`config.mk`:
```
export PLATFORM = sky130hd
export DESIGN_NAME = gpt_pair
export DESIGN_NICKNAME = d
export VERILOG_FILES = /design/src/rtl/gpt_pkg.sv /design/src/rtl/gpt_edge.sv /design/src/rtl/gpt_core.sv /design/src/rtl/gpt_pair.sv
export SDC_FILE = /design/constraint.sdc
export NUM_CORES = 1
export LEC_CHECK = 0
export ABC_CLOCK_PERIOD_IN_PS = 5300
export BUFFER_PORTS_ARGS = -buffer_cell sky130_fd_sc_hd__buf_2
export CAP_MARGIN = 20
export CELL_PAD_IN_SITES_DETAIL_PLACEMENT = 1
export CELL_PAD_IN_SITES_GLOBAL_PLACEMENT = 1
export CORE_ASPECT_RATIO = 1.2
export CORE_MARGIN = 3
export CORE_UTILIZATION = 45
export CTS_CLUSTER_DIAMETER = 60
export DETAILED_ROUTE_END_ITERATION = 16
export MAX_ROUTING_LAYER = met4
export PLACE_DENSITY_LB_ADDON = 0.1
export SYNTH_ARGS = -nofsm -noshare
export SYNTH_HDL_FRONTEND = slang
export SYNTH_HIERARCHICAL = 1
export SYNTH_SLANG_ARGS = --single-unit
```
`constraint.sdc`:
```
create_clock -name clk -period 5.3 [get_ports clk]
set_input_delay 0.265 -clock clk [delete_from_list [all_inputs] [get_ports clk]]
set_output_delay 0.265 -clock clk [all_outputs]
set_load 0.01 [all_outputs]
```
`src/rtl/gpt_pkg.sv`:
```
// Shared definitions for the timer pair: mode encoding and config bit positions.
package gpt_pkg;
    typedef enum logic [1:0] {
        MODE_OFF  = 2'b00,
        MODE_GEN  = 2'b01,
        MODE_CAP  = 2'b10,
        MODE_WDOG = 2'b11
    } gpt_mode_e;

    localparam int CFG_W    = 6;  // architectural config width, top bit reserved
    localparam int CFG_POL  = 2;
    localparam int CFG_IE   = 3;
    localparam int CFG_EMU  = 4;
endpackage

```
`src/rtl/gpt_edge.sv`:
```
// Pin input synchronizer and edge detector.
// Assumes an asynchronous pin level; two flops resolve it, a third gives the
// previous level. Polarity selects which edge counts as the active one.
module gpt_edge (
    input  logic clk,
    input  logic rst_n,
    input  logic pin_raw,
    input  logic pol,
    output logic act_edge,
    output logic end_edge
);
    logic s1, s2, s3;
    logic lvl, prv;

    // synchronize the pin and keep one cycle of history
    always_ff @(posedge clk) begin
        if (!rst_n) begin
            s1 <= 1'b0;
            s2 <= 1'b0;
            s3 <= 1'b0;
        end else begin
            s1 <= pin_raw;
            s2 <= s1;
            s3 <= s2;
        end
    end

    // polarity-adjusted levels and edge pulses
    always_comb begin
        lvl      = s2 ^ pol;
        prv      = s3 ^ pol;
        act_edge = lvl & ~prv;
        end_edge = ~lvl & prv;
    end
endmodule

```
`src/rtl/gpt_core.sv`:
```
// Counter datapath of one timer, shared by generation, capture and watchdog modes.
// Assumes period/width/mode are stable register values from the top and that
// edge pulses come from gpt_edge already adjusted for polarity.
module gpt_core
    import gpt_pkg::*;
#(
    parameter int CW = 32
) (
    input  logic          clk,
    input  logic          rst_n,
    input  logic          en,
    input  gpt_mode_e     mode,
    input  logic          pol,
    input  logic          freeze,
    input  logic [CW-1:0] period,
    input  logic [CW-1:0] width,
    input  logic          cnt_wr,
    input  logic [CW-1:0] cnt_wdata,
    input  logic          act_edge,
    input  logic          end_edge,
    output logic [CW-1:0] cnt,
    output logic          pin_out,
    output logic          pin_oe,
    output logic          tick,
    output logic          fault,
    output logic          cap_w_vld,
    output logic          cap_p_vld,
    output logic [CW-1:0] cap_val
);
    localparam logic [CW-1:0] ONE = CW'(1);
    localparam logic [CW-1:0] TWO = CW'(2);

    logic [CW-1:0] cnt_nx;
    logic          armed, armed_nx;
    logic          run, bad_per, uses_per;

    // next-state selection for the shared counter
    always_comb begin
        run       = en && !freeze;
        bad_per   = period < TWO;
        uses_per  = (mode == MODE_GEN) || (mode == MODE_WDOG);
        cnt_nx    = cnt;
        armed_nx  = armed;
        tick      = 1'b0;
        fault     = 1'b0;
        cap_w_vld = 1'b0;
        cap_p_vld = 1'b0;
        cap_val   = cnt + ONE;
        if (!en || mode != MODE_CAP) armed_nx = 1'b0;
        if (run) begin
            unique case (mode)
                MODE_GEN: begin
                    if (bad_per) fault = 1'b1;
                    else if (cnt >= period - ONE) begin
                        cnt_nx = '0;
                        tick   = 1'b1;
                    end else cnt_nx = cnt + ONE;
                end
                MODE_CAP: begin
                    if (act_edge) begin
                        cnt_nx    = '0;
                        cap_p_vld = armed;
                        tick      = armed;
                        armed_nx  = 1'b1;
                    end else begin
                        cnt_nx    = cnt + ONE;
                        cap_w_vld = end_edge && armed;
                    end
                end
                MODE_WDOG: begin
                    if (bad_per) fault = 1'b1;
                    else if (act_edge) begin
                        if (cnt + ONE >= period) begin
                            cnt_nx = '0;
                            tick   = 1'b1;
                        end else cnt_nx = cnt + ONE;
                    end
                end
                default: ;
            endcase
        end
        if (cnt_wr) cnt_nx = cnt_wdata;
    end

    // counter and capture-arm state
    always_ff @(posedge clk) begin
        if (!rst_n) begin
            cnt   <= '0;
            armed <= 1'b0;
        end else begin
            cnt   <= cnt_nx;
            armed <= armed_nx;
        end
    end

    // pin drive: active phase while below width, idle level follows polarity
    always_comb begin
        pin_oe  = en && (mode == MODE_GEN);
        pin_out = pin_oe ? ((cnt < width) ^ pol) : pol;
    end


    gen_wrap_chk: assert property (@(posedge clk) disable iff (!rst_n)
        run && mode == MODE_GEN && !bad_per && !cnt_wr && cnt == period - ONE |=> cnt == '0);

    err_hold_chk: assert property (@(posedge clk) disable iff (!rst_n)
        run && uses_per && bad_per && !cnt_wr |=> $stable(cnt));

    wdog_idle_chk: assert property (@(posedge clk) disable iff (!rst_n)
        run && mode == MODE_WDOG && !act_edge && !cnt_wr |=> $stable(cnt));

    halt_hold_chk: assert property (@(posedge clk) disable iff (!rst_n)
        en && freeze && !cnt_wr |=> $stable(cnt));
endmodule

```
`src/rtl/gpt_pair.sv`:
```
// Two-timer block: per-timer config/period/width registers, shared control word
// with write-1-to-clear flags, read mux and interrupt merge.
// Assumes single-cycle register writes; reads are combinational.
module gpt_pair
    import gpt_pkg::*;
#(
    parameter int  NTIM = 2,
    parameter int  CW   = 32,
    localparam int AW   = $clog2(NTIM * 4 + 1)
) (
    input  logic            clk,
    input  logic            rst_n,
    input  logic            dbg_halt,
    input  logic            reg_wr,
    input  logic [AW-1:0]   reg_waddr,
    input  logic [CW-1:0]   reg_wdata,
    input  logic [AW-1:0]   reg_raddr,
    output logic [CW-1:0]   reg_rdata,
    input  logic [NTIM-1:0] tmr_pin_in,
    output logic [NTIM-1:0] tmr_pin_out,
    output logic [NTIM-1:0] tmr_pin_oe,
    output logic            irq
);
    localparam int          CS    = CFG_W - 1;  // stored config bits
    localparam logic [AW-1:0] CTL_A = AW'(NTIM * 4);

    logic [NTIM-1:0]          en_q, evt_q, err_q;
    logic [NTIM-1:0]          tick_v, fault_v, ie_v;
    logic [NTIM-1:0][CS-1:0]  cfg_v;
    logic [NTIM-1:0][CW-1:0]  cnt_v, per_v, wid_v;
    logic                     ctl_wr;

    assign ctl_wr = reg_wr && (reg_waddr == CTL_A);

    for (genvar g = 0; g < NTIM; g++) begin : g_tim
        logic [CS-1:0] cfg_q;
        logic [CW-1:0] per_q, wid_q, cap_val;
        logic          act_e, end_e, cap_w, cap_p;

        // per-timer register file with capture results taking priority
        always_ff @(posedge clk) begin
            if (!rst_n) begin
                cfg_q <= '0;
                per_q <= '0;
                wid_q <= '0;
            end else begin
                if (reg_wr && reg_waddr == AW'(g * 4)) cfg_q <= reg_wdata[CS-1:0];
                if (cap_p) per_q <= cap_val;
                else if (reg_wr && reg_waddr == AW'(g * 4 + 2)) per_q <= reg_wdata;
                if (cap_w) wid_q <= cap_val;
                else if (reg_wr && reg_waddr == AW'(g * 4 + 3)) wid_q <= reg_wdata;
            end
        end

        gpt_edge u_edge (
            .clk      (clk),
            .rst_n    (rst_n),
            .pin_raw  (tmr_pin_in[g]),
            .pol      (cfg_q[CFG_POL]),
            .act_edge (act_e),
            .end_edge (end_e)
        );

        gpt_core #(.CW(CW)) u_core (
            .clk       (clk),
            .rst_n     (rst_n),
            .en        (en_q[g]),
            .mode      (gpt_mode_e'(cfg_q[1:0])),
            .pol       (cfg_q[CFG_POL]),
            .freeze    (dbg_halt && !cfg_q[CFG_EMU]),
            .period    (per_q),
            .width     (wid_q),
            .cnt_wr    (reg_wr && reg_waddr == AW'(g * 4 + 1)),
            .cnt_wdata (reg_wdata),
            .act_edge  (act_e),
            .end_edge  (end_e),
            .cnt       (cnt_v[g]),
            .pin_out   (tmr_pin_out[g]),
            .pin_oe    (tmr_pin_oe[g]),
            .tick      (tick_v[g]),
            .fault     (fault_v[g]),
            .cap_w_vld (cap_w),
            .cap_p_vld (cap_p),
            .cap_val   (cap_val)
        );

        assign cfg_v[g] = cfg_q;
        assign per_v[g] = per_q;
        assign wid_v[g] = wid_q;
        assign ie_v[g]  = cfg_q[CFG_IE];
    end

    // shared control word: enables written directly, flags set by events, W1C
    always_ff @(posedge clk) begin
        if (!rst_n) begin
            en_q  <= '0;
            evt_q <= '0;
            err_q <= '0;
        end else if (ctl_wr) begin
            en_q  <= reg_wdata[NTIM-1:0];
            evt_q <= (evt_q & ~reg_wdata[2*NTIM-1:NTIM]) | tick_v;
            err_q <= (err_q & ~reg_wdata[3*NTIM-1:2*NTIM]) | fault_v;
        end else begin
            evt_q <= evt_q | tick_v;
            err_q <= err_q | fault_v;
        end
    end

    // combinational read mux over the address map
    always_comb begin
        reg_rdata = '0;
        if (reg_raddr == CTL_A) reg_rdata = CW'({err_q, evt_q, en_q});
        for (int t = 0; t < NTIM; t++) begin
            if (reg_raddr == AW'(t * 4))     reg_rdata = CW'(cfg_v[t]);
            if (reg_raddr == AW'(t * 4 + 1)) reg_rdata = cnt_v[t];
            if (reg_raddr == AW'(t * 4 + 2)) reg_rdata = per_v[t];
            if (reg_raddr == AW'(t * 4 + 3)) reg_rdata = wid_v[t];
        end
    end

    assign irq = |(evt_q & ie_v);


    w1c_clr_chk: assert property (@(posedge clk) disable iff (!rst_n)
        ctl_wr && reg_wdata[NTIM] && !tick_v[0] |=> !evt_q[0]);

    irq_src_chk: assert property (@(posedge clk) disable iff (!rst_n)
        irq |-> (evt_q & ie_v) != '0);
endmodule

```
Yosys cells after proc, flatten, opt, wreduce, memory -nomap -nowiden
Cells that the tools add are included.
{ "word_totals": {"ff_bits": 216, "input_bits": 46, "out_inout_bits": 37} }
{ "op_classes": {"addsub": 4, "magnitude_cmp": 8, "eq_ne": 30, "n_mux": 79, "n_bitwise": 23, "reduce_logical": 40} }
{ "op_table": {"columns": ["cell", "n"], "rows": [
  ["2-to-1 mux 32 bit", 32],
  ["one-hot mux 32 bit (3 select lines)", 2],
  ["greater-or-equal comparator 32 bit", 4],
  ["adder 32 x 1 -> 32 bit (second input constant)", 2],
  ["less-than comparator 32 x 2 -> 1 bit (second input constant)", 2],
  ["less-than comparator 32 bit", 2],
  ["subtractor 32 x 1 -> 32 bit (second input constant)", 2],
  ["2-to-1 mux 1 bit", 40],
  ["== test 4 x 3 -> 1 bit (second input constant)", 8],
  ["!= test 3 x 2 -> 1 bit (second input constant)", 6],
  ["logical AND 1 bit", 17],
  ["== test 4 x 2 -> 1 bit (second input constant)", 4],
  ["nonzero test 2 bit", 6],
  ["AND reduction 5 bit", 2],
  ["== test 2 bit (second input constant)", 4],
  ["== test 4 x 1 -> 1 bit (second input constant)", 2],
  ["== test 4 bit (second input constant)", 2],
  ["logical NOT 4 bit", 2],
  ["bitwise OR 2 bit", 4],
  ["nonzero test 4 bit", 2],
  ["AND 2 bit", 3],
  ["logical NOT 1 bit", 6],
  ["2-to-1 mux 6 bit", 1],
  ["one-hot mux 1 bit (3 select lines)", 2],
  ["other kinds (9)", 27]
]} }

Depth between registers and ports, before layout
{ "depth": {"depth_word": 10, "mapped_depth": 19, "ltp_nobuf": 18} }

Hierarchy
The synthesis kept the hierarchy.
{ "modules_own_cells": {"columns": ["mod", "n_inst", "cells_each", "area_per_inst_um2"], "rows": [
  ["gpt_pair", 1, 890, 8559.5],
  ["gpt_core at g_tim[1].u_core", 1, 713, 5382.7],
  ["gpt_core at g_tim[0].u_core", 1, 676, 5162.5],
  ["gpt_edge", 2, 10, 130.1]
]} }

Worst setup path after synthesis
OpenSTA, ideal clock, no wires.
{ "synth_timing": {"kind": "reg-to-reg", "from": "reg g_tim[0].per_q[4]", "to": "reg g_tim[0].u_core.cnt[21]", "t_arrival_ns": 4.210, "required_time_ns": 5.183, "slack_ns": 0.973, "path_stages_with_launch": 19, "path_buffers": 1, "path_cell_list": "dfxtp_1 > or4_4 > nor4_4 > nand3_2 > or4_4 > nor2b_4 > nand2_2 > nor2_2 > xnor2_1 > ha_1 > nand3_1 > nor3_1 > nand2_1 > a2111oi_0 > a221oi_4 > o21ai_1 > nor3_2 > buf_2 > a22o_1"} }
{ "synth_via": {"elab_chain_cells": 7} }
{ "synth_rtl": {"columns": ["element", "line", "source"], "rows": [
  ["start, declared", "gpt_pair.sv:37", "logic [CW-1:0] per_q, wid_q, cap_val;"],
  ["start signal, assigned", "gpt_pair.sv:48", "if (cap_p) per_q <= cap_val;"],
  ["start signal, assigned", "gpt_pair.sv:49", "else if (reg_wr && reg_waddr == AW'(g * 4 + 2)) per_q <= reg_wdata;"],
  ["subtractor 32 x 1 -> 32 bit or greater-or-equal comparator 32 bit (tied branches)", "gpt_core.sv:54, gpt_core.sv:73", null],
  ["greater-or-equal comparator 32 bit or 2-to-1 mux 32 bit (tied branches)", "gpt_core.sv:54, gpt_core.sv:73", null],
  ["2-to-1 mux 32 bit (on tied branches)", "gpt_core.sv:54, gpt_core.sv:72", null],
  ["2-to-1 mux 32 bit (on tied branches)", "gpt_core.sv:53, gpt_core.sv:71", null],
  ["one-hot mux 32 bit (3 select lines)", "gpt_core.sv:51", "unique case (mode)"],
  ["2-to-1 mux 32 bit", "gpt_core.sv:50", "if (run) begin"],
  ["2-to-1 mux 32 bit", "gpt_core.sv:82", "if (cnt_wr) cnt_nx = cnt_wdata;"],
  ["end signal, assigned", "gpt_core.sv:91", "cnt <= cnt_nx;"],
  ["end, declared", "gpt_core.sv:21", "output logic [CW-1:0] cnt,"]
]} }
Several ways; a longest one is shown, not always the timed one. The select of a mux whose other input is x is not followed.
A chain may end at the register's enable or synchronous reset.

Final worst setup path
{ "layout_timing": {"from": "reg g_tim[1].u_core.cnt[1]", "to": "reg g_tim[1].u_core.cnt[26]"} }
{ "layout_via": {"elab_chain_cells": 8} }
{ "layout_rtl": {"columns": ["element", "line", "source"], "rows": [
  ["start, declared", "gpt_core.sv:21", null],
  ["start signal, assigned", "gpt_core.sv:91", null],
  ["adder 32 x 1 -> 32 bit", null, null],
  ["net g_tim[1].cap_val[25]", "gpt_pair.sv:37", null],
  ["greater-or-equal comparator 32 bit", "gpt_core.sv:73", "if (cnt + ONE >= period) begin"],
  ["2-to-1 mux 32 bit", "gpt_core.sv:73", null],
  ["2-to-1 mux 32 bit", "gpt_core.sv:72", "else if (act_edge) begin"],
  ["2-to-1 mux 32 bit", "gpt_core.sv:71", "if (bad_per) fault = 1'b1;"],
  ["one-hot mux 32 bit (3 select lines)", "gpt_core.sv:51", null],
  ["2-to-1 mux 32 bit", "gpt_core.sv:50", null],
  ["2-to-1 mux 32 bit", "gpt_core.sv:82", null]
]} }
The timed path passes the listed nets, and every way through them passes these cells. The select of a mux whose other input is x is not followed.

==> flow_metrics.tcl <==
set metrics [dict create \
    status "finished, final reports clean" \
    grt_util_all_layers_pct 34.0 \
    synthesis.area_um2 19400 \
    fin_crit_ps 4930 \
    io_buffers 82 \
    drc 0 \
    dp.cells 2847 \
    wl_mm 77.8 \
    die_h_um 233 \
    clock_sinks 216 \
    maxCapViolCount 0 \
    synthCells 2299 \
    r2r-start "g_tim[1].u_core/cnt[1]" \
    grt_pass1_wl_mm 118 \
    total_power_mw 5.31 \
    synth_enable_flop_cells 0 \
    holdCritPathClass "in2reg" \
    hp-start "reg_wdata[17]" \
    drt_iter0_drc 1091 \
    cp_max_fo 32 \
    setup_slack_ps 370 \
    start_util_pct 45.9 \
    clk_path_buf_depth 3 \
    vdd_drop_max_uv 286 \
    end_kind "flop" \
    slew_headroom_pct 28.3 \
    grt_max_degree 115 \
    cts_tree "built" \
    synthFlopType "dfxtp_1" \
    pre_cts_slack_ps 144 \
    io_pins 83 \
    p_leak_nw 9.73 \
    hold_end "g_tim[1].u_core/cnt[17]" \
    syn_avg_cell_area_um2 8.42 \
    worst_skew_pair.late_latency_ps 600 \
    crit_arrival_ps 5440 \
    crit_required_ps 5810 \
    synth-seq-cells 216 \
    hold_depth 3 \
    gr-total-overflow 0 \
    routed_via_density 6.44 \
    worst-setup-path-type "reg2reg" \
    maxSlewViolCount 0 \
    power-per-cell-area_nw_per_um2 247 \
    finalHoldViolCount 0 \
    gp_congestion 0.947 \
    start_kind "flop" \
    timing.final.crit_share_pct 93.0 \
    die_x_um 195 \
    clk_pin_slew_worst_paths_ps 60 \
    seq_area_frac_synth_pct 22.3 \
    antenna_found_initial 4 \
    finalClockSkew_ps 10.2 \
    via_count 18700 \
    worstRegToRegCells 15 \
    first_global_vias 19600 \
    cts_root_buffer "clkbuf_16" \
    hpwl_mm 56.5 \
    drive_gt1_share_pct 13.6 \
    htreeDepth 1 \
    area_delta_synth_final_pct 11.0 \
    tightest_slew_ps 1080 \
    ant_nets 0 \
    firstDrtPassIters 6 \
    placementRows 82 \
    final-setup-viol-count 0 \
    cts_buffers 31 \
    final_nets 2578 \
    rrSetupSlack_ps 370 \
    async_flop_share_pct 0 \
    layout.cells.non_filler 2909 \
    fin_tns_setup_ps 0 \
    rsz0062_at_grt "no" \
    routedWlPerCell_um 26.7 \
    yosys_warnings 6 \
    core_area_um2 42200 \
    syn-num-nets 2539 \
    die-area_um2 45600 \
    r2r_end "g_tim[1].u_core/cnt[26]" \
    ys_types 94 \
    fmax_mhz 203 \
]
## worst max-delay path by stage
stage | from | to | slack (ps) | cells after the start
final | g_tim[1].u_core/cnt[1] | g_tim[1].u_core/cnt[26] | 370 | 15
after global routing | g_tim[1].u_core/cnt[1] | g_tim[1].u_core/cnt[28] | 60 | 15
after CTS | g_tim[1].per_q[3] | g_tim[1].u_core/cnt[22] | 120 | 15
after detailed placement | g_tim[1].per_q[3] | g_tim[1].u_core/cnt[2] | 140 | 15
after global placement | g_tim[1].per_q[3] | evt_q[1] | 160 | 16
after floorplan | g_tim[0].per_q[4] | g_tim[0].u_core/cnt[21] | 970 | 18
## layer usage
layer  part of all wire, %  routed length, um  vias to the layer above  global-route usage [%]
li1                      -                  -                     8600                       -
met1                    41              32000                     9428                    40.2
met2                    49              38200                      544                    58.4
met3                   5.9               4560                      165                    5.01
met4                   4.0               3110                        0                    13.5
met5                     0                  0                        -                       -
## sequential cells by signal, summed over array words and instances, names as in the netlist, 10 cells and up
register and flops:
g_tim.per_q 64, g_tim.cfg_q 10, g_tim.wid_q 64, g_tim.u_core/cnt 64
## report_power, final
part / total, mW / switching, mW / internal [mW]
logic: 1.35 / 0.818 / 0.532
clock network: 2.18 / 0.885 / 1.29
registers: 1.78 / 0.105 / 1.68
## critical path, stage by stage (launching register included)
cell	delay, ps
dfxtp_1	510
nand4_1	270
or2_1	360
or4_1	700
nor2_1	200
xor2_1	400
ha_1	330
a21oi_1	190
o21ai_0	150
a2111oi_1	420
buf_4	210
o211ai_1	180
o221ai_2	270
buf_12	260
o2111ai_1	180
o2bb2ai_1	190
## placed cells by master (no fill, tap or decap), types with 29 or more instances in the layout
master,netlist,final
a211oi_1,34,33
a21o_1,31,31
a21oi_1,103,103
a221oi_1,30,30
a22o_1,42,42
buf_2,59,80
buf_4,15,67
clkbuf_16,0,31
dfxtp_1,216,216
ha_1,194,194
inv_1,154,154
mux2_2,52,52
mux2i_1,138,138
nand2_1,238,238
nand3_1,61,61
nand4_1,57,57
nor2_1,74,72
nor2b_1,33,32
nor3_1,30,29
o211a_1,129,129
o21ai_0,75,75
xnor2_1,97,97
## per-stage QoR
stage	hold WS (ps)	utilization [%]	area [um2]
floorplan	387	-	19400
global placement	415	48.4	20400
detailed placement	428	48.4	20400
CTS	57.2	50.9	21500
global route	85.0	51.0	21500
finish	79.6	51.0	21500
## cell usage after synthesis (33+ instances only)
master	number	area share, %
nor2_1	74	1.4
clkbuf_1	63	1.2
inv_1	154	3.0
o21ai_0	75	1.9
mux2_2	52	3.0
mux2i_1	138	7.1
o211a_1	129	6.7
nand4_1	57	1.8
xnor2_1	97	4.4
nor2b_1	33	1.1
a22o_1	42	1.9
nand3_1	61	1.6
a21oi_1	103	2.7
a211oi_1	34	1.3
nand2_1	238	4.6
buf_2	59	1.5
dfxtp_1	216	22
ha_1	194	13
## repair_timing
item,in CTS,in global routing
setup buffers,0,0
gates resized for setup,0,2
setup endpoints to repair,0,7
endpoints found under the hold margin,2,0
hold buffers,2,0
## layout make-up
type                    instances  area, um2
diodes                          3       7.51
clock buffers                  37        818
clock inverters                18        223
fillers                      5013      20700
inverters                     154        578
multi-input cells            1780      13800
flip-flops and latches        216       4320
well taps                     546        683
repair buffers                155       1030
## cell families after synthesis
kind of cell | synth area share [%]
compound gates | 24.1
xor+xnor | 5.60
fa+ha+maj | 12.5
buf+inv | 6.71
flops | 22.3
mux | 10.9
simple gates | 17.8
No activity file was read; power rests on OpenSTA's default activity.
